## src/rtl/sertx_pkg.sv

```systemverilog
package sertx_pkg;

    localparam int FIELD_W = 9;
    localparam int FRAME_W = FIELD_W + 3;
    localparam int LEN_W   = $clog2(FRAME_W + 1);

    typedef enum logic [1:0] {
        SX_IDLE  = 2'd0,
        SX_ARMED = 2'd1,
        SX_SEND  = 2'd2
    } sx_state_e;

    typedef struct packed {
        logic [FRAME_W-1:0] bits;  // bit 0 goes out first
        logic [LEN_W-1:0]   len;   // total bit count including start and stops
    } sx_frame_t;

    // Assemble a complete line image for one character.
    function automatic sx_frame_t sx_build(input logic [2:0] mode,
                                           input logic odd,
                                           input logic two,
                                           input logic [FIELD_W-1:0] d);
        logic [FIELD_W-1:0] fld;
        logic [LEN_W-1:0]   nbits;
        sx_frame_t          fr;
        case (mode)
            3'b100, 3'b101: begin
                fld   = d;
                nbits = LEN_W'(9);
            end
            3'b111: begin
                fld   = {odd ^ (^d[7:0]), d[7:0]};
                nbits = LEN_W'(9);
            end
            3'b011: begin
                fld   = {1'b1, odd ^ (^d[6:0]), d[6:0]};
                nbits = LEN_W'(8);
            end
            default: begin
                fld   = {1'b1, d[7:0]};
                nbits = LEN_W'(8);
            end
        endcase
        fr.bits = {2'b11, fld, 1'b0};
        fr.len  = LEN_W'(1) + nbits + (two ? LEN_W'(2) : LEN_W'(1));
        return fr;
    endfunction

endpackage

```

## src/rtl/sertx_presc.sv

```systemverilog
module sertx_presc #(
    parameter int DIV = 16
) (
    input  logic clk,
    input  logic rst,
    input  logic tick,
    output logic ovf
);
    localparam int CW = (DIV > 1) ? $clog2(DIV) : 1;
    localparam logic [CW-1:0] LAST = CW'(DIV - 1);

    logic [CW-1:0] cnt;

    always_ff @(posedge clk) begin
        if (rst)
            cnt <= '0;
        else if (tick)
            cnt <= (cnt == LAST) ? '0 : cnt + CW'(1);
    end

    assign ovf = tick && (cnt == LAST);
endmodule

```

## src/rtl/sertx_hold.sv

```systemverilog
module sertx_hold #(
    parameter int W = 9
) (
    input  logic         clk,
    input  logic         rst,
    input  logic         wr_en,
    input  logic [W-1:0] wr_data,
    input  logic         take,
    output logic         valid,
    output logic [W-1:0] data
);
    always_ff @(posedge clk) begin
        if (rst) begin
            valid <= 1'b0;
            data  <= '0;
        end else begin
            if (wr_en) begin
                valid <= 1'b1;
                data  <= wr_data;
            end else if (take) begin
                valid <= 1'b0;
            end
        end
    end
endmodule

```

## src/rtl/sertx_shift.sv

```systemverilog
module sertx_shift
    import sertx_pkg::*;
(
    input  logic      clk,
    input  logic      rst,
    input  logic      ovf,
    input  logic      run_en,
    input  logic      hold_valid,
    input  sx_frame_t next_frame,
    output logic      take,
    output logic      txd,
    output logic      irq,
    output logic      done
);
    sx_state_e          state;
    logic [FRAME_W-1:0] sh;
    logic [LEN_W-1:0]   left;
    logic               last_bit;

    assign last_bit = (state == SX_SEND) && ovf && (left == LEN_W'(1));
    assign take     = hold_valid && ((state == SX_IDLE) || last_bit);
    assign txd      = (state == SX_SEND) ? sh[0] : 1'b1;

    always_ff @(posedge clk) begin
        if (rst) begin
            state <= SX_IDLE;
            sh    <= '1;
            left  <= '0;
            irq   <= 1'b0;
            done  <= 1'b0;
        end else begin
            irq  <= 1'b0;
            done <= 1'b0;
            case (state)
                SX_IDLE: begin
                    if (take) begin
                        sh    <= next_frame.bits;
                        left  <= next_frame.len;
                        irq   <= 1'b1;
                        state <= SX_ARMED;
                    end
                end
                SX_ARMED: begin
                    if (ovf && run_en)
                        state <= SX_SEND;
                end
                SX_SEND: begin
                    if (last_bit) begin
                        done <= 1'b1;
                        if (take) begin
                            sh    <= next_frame.bits;
                            left  <= next_frame.len;
                            irq   <= 1'b1;
                            state <= run_en ? SX_SEND : SX_ARMED;
                        end else begin
                            state <= SX_IDLE;
                        end
                    end else if (ovf) begin
                        sh   <= {1'b1, sh[FRAME_W-1:1]};
                        left <= left - LEN_W'(1);
                    end
                end
                default: state <= SX_IDLE;
            endcase
        end
    end
endmodule

```

## src/rtl/sertx_top.sv

```systemverilog
module sertx_top
    import sertx_pkg::*;
#(
    parameter int DIV = 16
) (
    input  logic                clk,
    input  logic                rst,
    input  logic                tick_x16,
    input  logic                run_en,
    input  logic [2:0]          mode_sel,
    input  logic                odd_par,
    input  logic                two_stop,
    input  logic                wr_en,
    input  logic [FIELD_W-1:0]  wr_data,
    output logic                txd,
    output logic                buf_irq,
    output logic                frame_done
);
    logic               ovf;
    logic               take;
    logic               hold_valid;
    logic [FIELD_W-1:0] hold_data;
    sx_frame_t          next_frame;

    sertx_presc #(.DIV(DIV)) u_presc (
        .clk(clk), .rst(rst), .tick(tick_x16), .ovf(ovf)
    );

    sertx_hold #(.W(FIELD_W)) u_hold (
        .clk(clk), .rst(rst), .wr_en(wr_en), .wr_data(wr_data),
        .take(take), .valid(hold_valid), .data(hold_data)
    );

    assign next_frame = sx_build(mode_sel, odd_par, two_stop, hold_data);

    sertx_shift u_shift (
        .clk(clk), .rst(rst), .ovf(ovf), .run_en(run_en),
        .hold_valid(hold_valid), .next_frame(next_frame), .take(take),
        .txd(txd), .irq(buf_irq), .done(frame_done)
    );
endmodule

```

## config.mk

```make
export PLATFORM = sky130hd
export DESIGN_NAME = sertx_top
export DESIGN_NICKNAME = d
export VERILOG_FILES = /design/src/rtl/sertx_pkg.sv /design/src/rtl/sertx_presc.sv /design/src/rtl/sertx_hold.sv /design/src/rtl/sertx_shift.sv /design/src/rtl/sertx_top.sv
export SDC_FILE = /design/constraint.sdc
export NUM_CORES = 1
export LEC_CHECK = 0
export BUFFER_PORTS_ARGS = -buffer_cell sky130_fd_sc_hd__buf_2
export CORE_ASPECT_RATIO = 2
export CORE_MARGIN = 3
export CORE_UTILIZATION = 42
export DETAILED_ROUTE_END_ITERATION = 6
export GPL_ROUTABILITY_DRIVEN = 0
export PLACE_DENSITY = 0.62
export REMOVE_ABC_BUFFERS = 1
export SETUP_SLACK_MARGIN = 0.3
export SLEW_MARGIN = 0
export SYNTH_ARGS = -nofsm -noshare
export SYNTH_HDL_FRONTEND = slang
export SYNTH_SLANG_ARGS = --single-unit
```

## constraint.sdc

```tcl
create_clock -name clk -period 2.1 [get_ports clk]
set_input_delay 0.21 -clock clk [delete_from_list [all_inputs] [get_ports clk]]
set_output_delay 0.21 -clock clk [all_outputs]
set_load 0.03 [all_outputs]
```

* Word-level counts from Yosys, hierarchy flattened
Cells that the tools add are included.
** Storage, ports and cells
- Bits in registers :: 34
- Bits of input ports :: 19
- Word-level logic and storage cells :: 68
** Operators by class
- Add/sub/neg operators :: 4
- Eq/ne operators :: 12
- Multiplexer cells :: 25
- Bitwise operators :: 3
- Reduce and logical (&&, ||, !) cells :: 16
** Operator list (number)
- 2-to-1 mux 12 bit :: 3
- case mux 9 bit (3 select lines) :: 1
- case mux 12 bit (2 select lines) :: 1
- 2-to-1 mux 4 bit :: 4
- 2-to-1 mux 2 bit :: 6
- equality test 3 bit (second input constant) :: 3
- case mux 4 bit (2 select lines) :: 1
- parity 8 bit :: 1
- 2-to-1 mux 1 bit :: 7
- parity 7 bit :: 1
- case mux 2 bit (3 select lines) :: 1
- logical AND 1 bit :: 5
- adder 1 x 4 -> 4 bit (first input constant) :: 1
- adder 4 x 1 -> 4 bit (second input constant) :: 1
- adder 4 x 2 -> 4 bit :: 1
- equality test 4 x 1 -> 1 bit (second input constant) :: 1
- equality test 4 bit (second input constant) :: 1
- != test 2 x 1 -> 1 bit (second input constant) :: 2
- nonzero test 2 bit :: 2
- OR reduction 2 bit :: 2
- subtractor 4 x 1 -> 4 bit (second input constant) :: 1
- equality test 3 x 2 -> 1 bit (second input constant) :: 1
- != test 3 x 1 -> 1 bit (second input constant) :: 1
- AND reduction 3 bit :: 1
- other kinds (10) :: 11

* Depth between registers and ports, before layout
- Word-level depth :: 9
- Depth in mapped cells :: 8
- Mapped depth without buffers :: 7

* Modules after synthesis
A second synthesis with hierarchy kept.
** Second synthesis, totals
- Cells, all modules :: 175
- Area total of the unflattened synthesis :: 1684.1 um2
** By module, submodules not included
- sertx_shift :: instances 1, cells an instance 100, area each 984.7 um2
- sertx_hold :: instances 1, cells an instance 33, area each 355.3 um2
- sertx_presc :: instances 1, cells an instance 20, area each 183.9 um2
- sertx_top :: instances 1, cells an instance 22, area each 160.2 um2

* Least setup slack after synthesis
OpenSTA, ideal clock, no wires.
- Kind :: reg-to-reg
- Start point :: register u_presc.cnt[0]
- End point :: register u_shift.sh[0]
- Library setup time :: 0.123 ns
- Data arrival time :: 1.686 ns
- Slack :: 0.291 ns
- Stages on the path, launching flop included :: 7
- Buffers on the path :: 1
- Path through :: dfxtp_1 > ha_1 > nand4_4 > a21o_1 > or2_1 > buf_6 > a221o_2
** On the way
- Word-level cells in the longest chain between the ends :: 9
- Elaborated cells between the ends (all ways) :: 11
- Those cells by class :: eq/ne: 2; mux: 3; reduce/logical: 6
** Ends and longest elaborated chain
- from (decl) :: RTL line sertx_presc.sv:12 : logic [CW-1:0] cnt;
- from (signal assigned) :: RTL line sertx_presc.sv:18 : cnt <= (cnt == LAST) ? '0 : cnt + CW'(1);
- equality test 4 bit (*) :: RTL line sertx_presc.sv:21 : assign ovf = tick && (cnt == LAST);
- logical AND 1 bit (*) :: RTL line sertx_presc.sv:21
- logical AND 1 bit (2 in a row) :: RTL line sertx_shift.sv:20 : assign last_bit = (state == SX_SEND) && ovf && (left == LEN_W'(1));
- logical OR 1 bit :: RTL line sertx_shift.sv:21 : assign take = hold_valid && ((state == SX_IDLE) || last_bit);
- logical AND 1 bit :: RTL line sertx_shift.sv:21
- 2-to-1 mux 12 bit
- 2-to-1 mux 12 bit :: RTL line sertx_shift.sv:48 : if (last_bit) begin
- case mux 12 bit (2 select lines) :: RTL line sertx_shift.sv:34 : case (state)
- to (signal assigned) :: RTL line sertx_shift.sv:37 : sh <= next_frame.bits;
- to (signal assigned) :: RTL line sertx_shift.sv:51 : sh <= next_frame.bits;
- to (signal assigned) :: RTL line sertx_shift.sv:59 : sh <= {1'b1, sh[FRAME_W-1:1]};
- to (decl) :: RTL line sertx_shift.sv:16 : logic [FRAME_W-1:0] sh;
Mark *: on every way between the ends. The rest lies on a longest branch, timed or not.
A chain may end at the register's enable or synchronous reset.

* Worst setup path in the final report
- Start point :: register u_shift.left[0]
- End point :: register u_shift.sh[8]
** On the way
- Word-level cells in the longest chain between the ends :: 7
- Elaborated cells between the ends (all ways) :: 9
- Those cells by class :: eq/ne: 2; mux: 3; reduce/logical: 4
** Ends and longest elaborated chain
- from (decl) :: RTL line sertx_shift.sv:17 : logic [LEN_W-1:0] left;
- from (signal assigned) :: RTL line sertx_shift.sv:38 : left <= next_frame.len;
- from (signal assigned) :: RTL line sertx_shift.sv:52 : left <= next_frame.len;
- from (signal assigned) :: RTL line sertx_shift.sv:60 : left <= left - LEN_W'(1);
- equality test 4 x 1 -> 1 bit (*) :: RTL line sertx_shift.sv:20
- logical AND 1 bit (*) :: RTL line sertx_shift.sv:20
- logical OR 1 bit :: RTL line sertx_shift.sv:21
- logical AND 1 bit :: RTL line sertx_shift.sv:21
- 2-to-1 mux 12 bit
- 2-to-1 mux 12 bit :: RTL line sertx_shift.sv:48
- case mux 12 bit (2 select lines) :: RTL line sertx_shift.sv:34
Marked as above.

==> reports/qor.csv <==
stage;metric;value;unit
logic_synthesis;per-instance average area after synthesis;8.75;um^2
power_and_ir_drop;share of total power consumed by net switching;25.1;%
setup_path;type of origin of the critical path;flip-flop;
sta;maximum achievable frequency;0.565;GHz
die;core box area;0.00368;mm^2
power_and_ir_drop;portion of total power attributed to sequential cells;48.0;%
logic_synthesis;number of synthesized flops with an enable pin;0;
die;Initial Util;44.6;%
setup_path;Critical path destination;u_shift.sh[8];
sta;Final Cycle Share;84.2;%
clock_network;level count of the clock H-tree;2;
logic_synthesis;asr flop ratio synth;0;%
power_and_ir_drop;combinational share of power;13.2;%
route;length of the first detailed-routing pass in iterations;4;
grt;total congestion overflow;0;
grt;first-pass GRT wire length;6060;um
logic_synthesis;count of mapped cells out of synthesis;188;
setup_path;flop-to-flop setup slack;330;ps
setup_path;Arrival @ worst endpoint;1950;ps
power_and_ir_drop;net switching power;0.380;mW
clock_network;TritonCTS clock tree;done;
clock_network;clock slew at reported path FFs;70;ps
clock_network;hold-fix buffers at CTS;0;
sta;crit path time final;1770;ps
route;DRC violation count after routing;0;
finish;final design area excluding fillers;0.00197;mm^2
logic_synthesis;share of the synthesized area in the top cell type;41.4;%
die;Placement Rows;31;
power_and_ir_drop;clock network fraction of total power;38.7;%
finish;number of antenna cells inserted;0;
setup_path;Crit Reg-Reg Startpoint;u_shift.left[0];
die;die width;50.2;um
setup_path;Reg-to-Reg End;u_shift.sh[8];
clock_network;number of buffers added by the clock tree synthesis step;5;
route;detailed-route wire length;3780;um
grt;number of global-route vias before repair;1333;
grt;number of antenna violations at the first check in global routing;0;
logic_synthesis;post-synth design cell area;0.00164;mm^2
die;I/O Pins;22;
die;die area;0.00475;mm^2
power_and_ir_drop;leakage power of the design;0.802;nW
place;dpl cells;252;
setup_path;critical path peak fanout;4;
sta;RSZ-0062 raised after global routing;yes;
logic_synthesis;biggest area consumer among synthesized cells;dfxtp_1;
power_and_ir_drop;PwrDens;769;mW/mm^2
logic_synthesis;synth unique cells;40;
finish;Area Growth Syn to Fin;19.8;%
place;I/O Buffers;21;
sta;final setup skew;7.32;ps
route;detailed router's first-iteration violation count;49;
power_and_ir_drop;Internal Pwr Total;1.13;mW
sta;Final Hold Violating Endpoints;0;
sta;Total Negative Setup Slacks;0;ps
power_and_ir_drop;overall power;1.51;mW
finish;share of the core filled with cells;53.4;%
sta;slew at the pin closest to its max-slew limit;641;ps
route;post-detailed-route wirelength per cell;14.4;um
setup_path;depth of the most critical reg-to-reg path;6;
grt;pin count of the biggest net entering global routing;34;
route;via count;1414;
finish;fraction of layout instances using a drive strength above 1;25.4;%
die;height of the die;94.5;um
place;placed cell areas;0.00179;mm^2
clock_network;number of buffers between clock root and the deepest sink;2;
finish;Layout Cells excl Fill;262;
clock_network;# clock sinks;34;
worst_hold_path;Hold/Removal Path Class;input pin to flip-flop;
sta;max-slew headroom at the worst pin;57.3;%
power_and_ir_drop;Max IR drop VDD;0.654;mV
clock_network;insertion delay of the later-clocked pin in the worst-skew pair;290;ps
logic_synthesis;leading post-synthesis cells by cell area;dfxtp_1 41%, mux2i_1 7.3%, nor2_1 5.0%;
setup_path;endpoint type of the worst setup path;flip-flop;
finish;final-stage net count;236;
route;number of vias per cell;5.40;
clock_network;clock root buffer;clkbuf_8;
setup_path;required time at the endpoint of the critical path;2280;ps
sta;final count of pins violating max slew;0;
route;count of antenna-violating nets left after detailed routing;0;
logic_synthesis;synthesis-stage register bit count;34;
setup_path;start point of the critical path;u_shift.left[0];
logic_synthesis;count of synthesis-stage warnings from yosys;0;
logic_synthesis;Most used DFF post-synth;dfxtp_1;
outcome;result of the run;finished clean;
flow_run;number of maximum-capacitance violations;0;
logic_synthesis;sequential cell area fraction in the yosys report;41.4;%
sta;count of final setup violators;0;
grt;Tot GR Track Use;16.8;%
place;half-perimeter wire length of the detailed placement result;2710;um
setup_path;Crit Path Category;flip-flop to flip-flop;
==> power by group through the flow <==
stage	Combinational, mW	Clock [mW]	Sequential (mW)
after floorplan	0.127	0	0.728
after global placement	0.189	0	0.733
after detailed placement	0.193	0	0.735
after CTS	0.199	0.601	0.724
after global routing	0.224	0.628	0.733
final	0.201	0.587	0.728
==> area by class of cell <==
cell class / count / area [um^2]
clock inverters: 3 / 40.0
repair buffers: 27 / 150
multi-input cells: 138 / 937
well taps: 49 / 61.3
flip-flops and latches: 34 / 689
clock buffers: 5 / 68.8
fillers: 349 / 1720
inverters: 6 / 22.5
==> worst max-delay path, cell delays in order (launching register included) <==
cell	delay, ps
dfxtp_1	370
ha_1	170
or3b_4	410
o21ai_2	140
o21ai_1	80
a221o_2	350
a21o_1	150
==> through the flow <==
| stage | hold slack (ps) | setup slack [ps] |
|---|---|---|
| 2_1_floorplan | 279 | 182 |
| 3_3_place_gp | 432 | 193 |
| 3_5_place_dp | 457 | 126 |
| 4_1_cts | 154 | 313 |
| 5_1_grt | 161 | 288 |
| 6_report | 158 | 331 |
==> cells by family (layout without fill, tap and decap cells) <==
| group | Yosys count | after routing | share of synthesized area (%) |
|---|---|---|---|
| xor gates and xnor gates | 9 | 9 | 4.79 |
| adders and majority gates | 5 | 5 | 3.81 |
| AOI/OAI and AO/OA | 44 | 44 | 18.0 |
| DFF | 34 | 34 | 41.4 |
| muxes | 12 | 12 | 7.31 |
| and+or+nand+nor | 68 | 68 | 20.2 |
| buffers and inverters | 16 | 41 | 4.41 |
==> state kept, by name, summed over array words and instances (netlist names) <==
| register | cells |
|---|---|
| u_shift.sh | 12 |
| u_hold.data | 9 |
| u_presc.cnt | 4 |
| u_shift.left | 4 |
| u_shift.state | 2 |
| u_hold.valid | 1 |
| u_shift.done | 1 |
| u_shift.irq | 1 |
==> cells in the mapped netlist, types with 2 or more instances <==
library cell and n:
nor2_1 22, ha_1 5, o21a_1 2, o31ai_1 2, a221oi_1 7, mux2i_1 12
inv_1 6, clkbuf_1 7, nand4_1 2, a21o_1 2, a21oi_1 13, nand2b_1 4
xnor2_1 8, o21ai_0 9, nand2_1 21, nor3_1 7, a221o_2 2, and3_1 2
dfxtp_1 34
==> cell usage in the layout (no fill, tap or decap), drive strengths merged, types with 3 or more instances in the layout <==
master   n
a21o     3
a21oi   13
a221oi   7
buf     27
clkbuf   5
dfxtp   34
ha       5
inv      6
mux2i   12
nand2   21
nand2b   4
nand4    3
nor2    23
nor3     7
o21ai    9
xnor2    8
==> per-layer routing <==
metal | up-vias | routed length [um] | GRT usage, %
met5 | - | 0 | 0
li1 | 706 | - | -
met1 | 678 | 1360 | 16.1
met4 | 0 | 70 | 6.93
met3 | 7 | 110 | 4.27
met2 | 23 | 2240 | 32.4
==> repair_timing <==
action / in CTS / in global routing
setup buffers: 1 / 1
resized for setup: 10 / 9
pin swaps: 1 / 6
gates cloned: 0 / 0
setup endpoints to repair: 12 / 11
==> worst min path at each step <==
stage | start | end | slack, ps | depth (start not counted)
after floorplan | rst | u_shift.left[0] | 280 | 1
after global placement | u_shift.sh[11] | u_shift.sh[11] | 430 | 1
after detailed placement | wr_data[0] | u_hold.data[0] | 460 | 3
after CTS | wr_data[0] | u_hold.data[0] | 150 | 3
after global routing | wr_data[0] | u_hold.data[0] | 160 | 3
final | wr_data[0] | u_hold.data[0] | 160 | 3
Power figures use the tool's default switching activity.
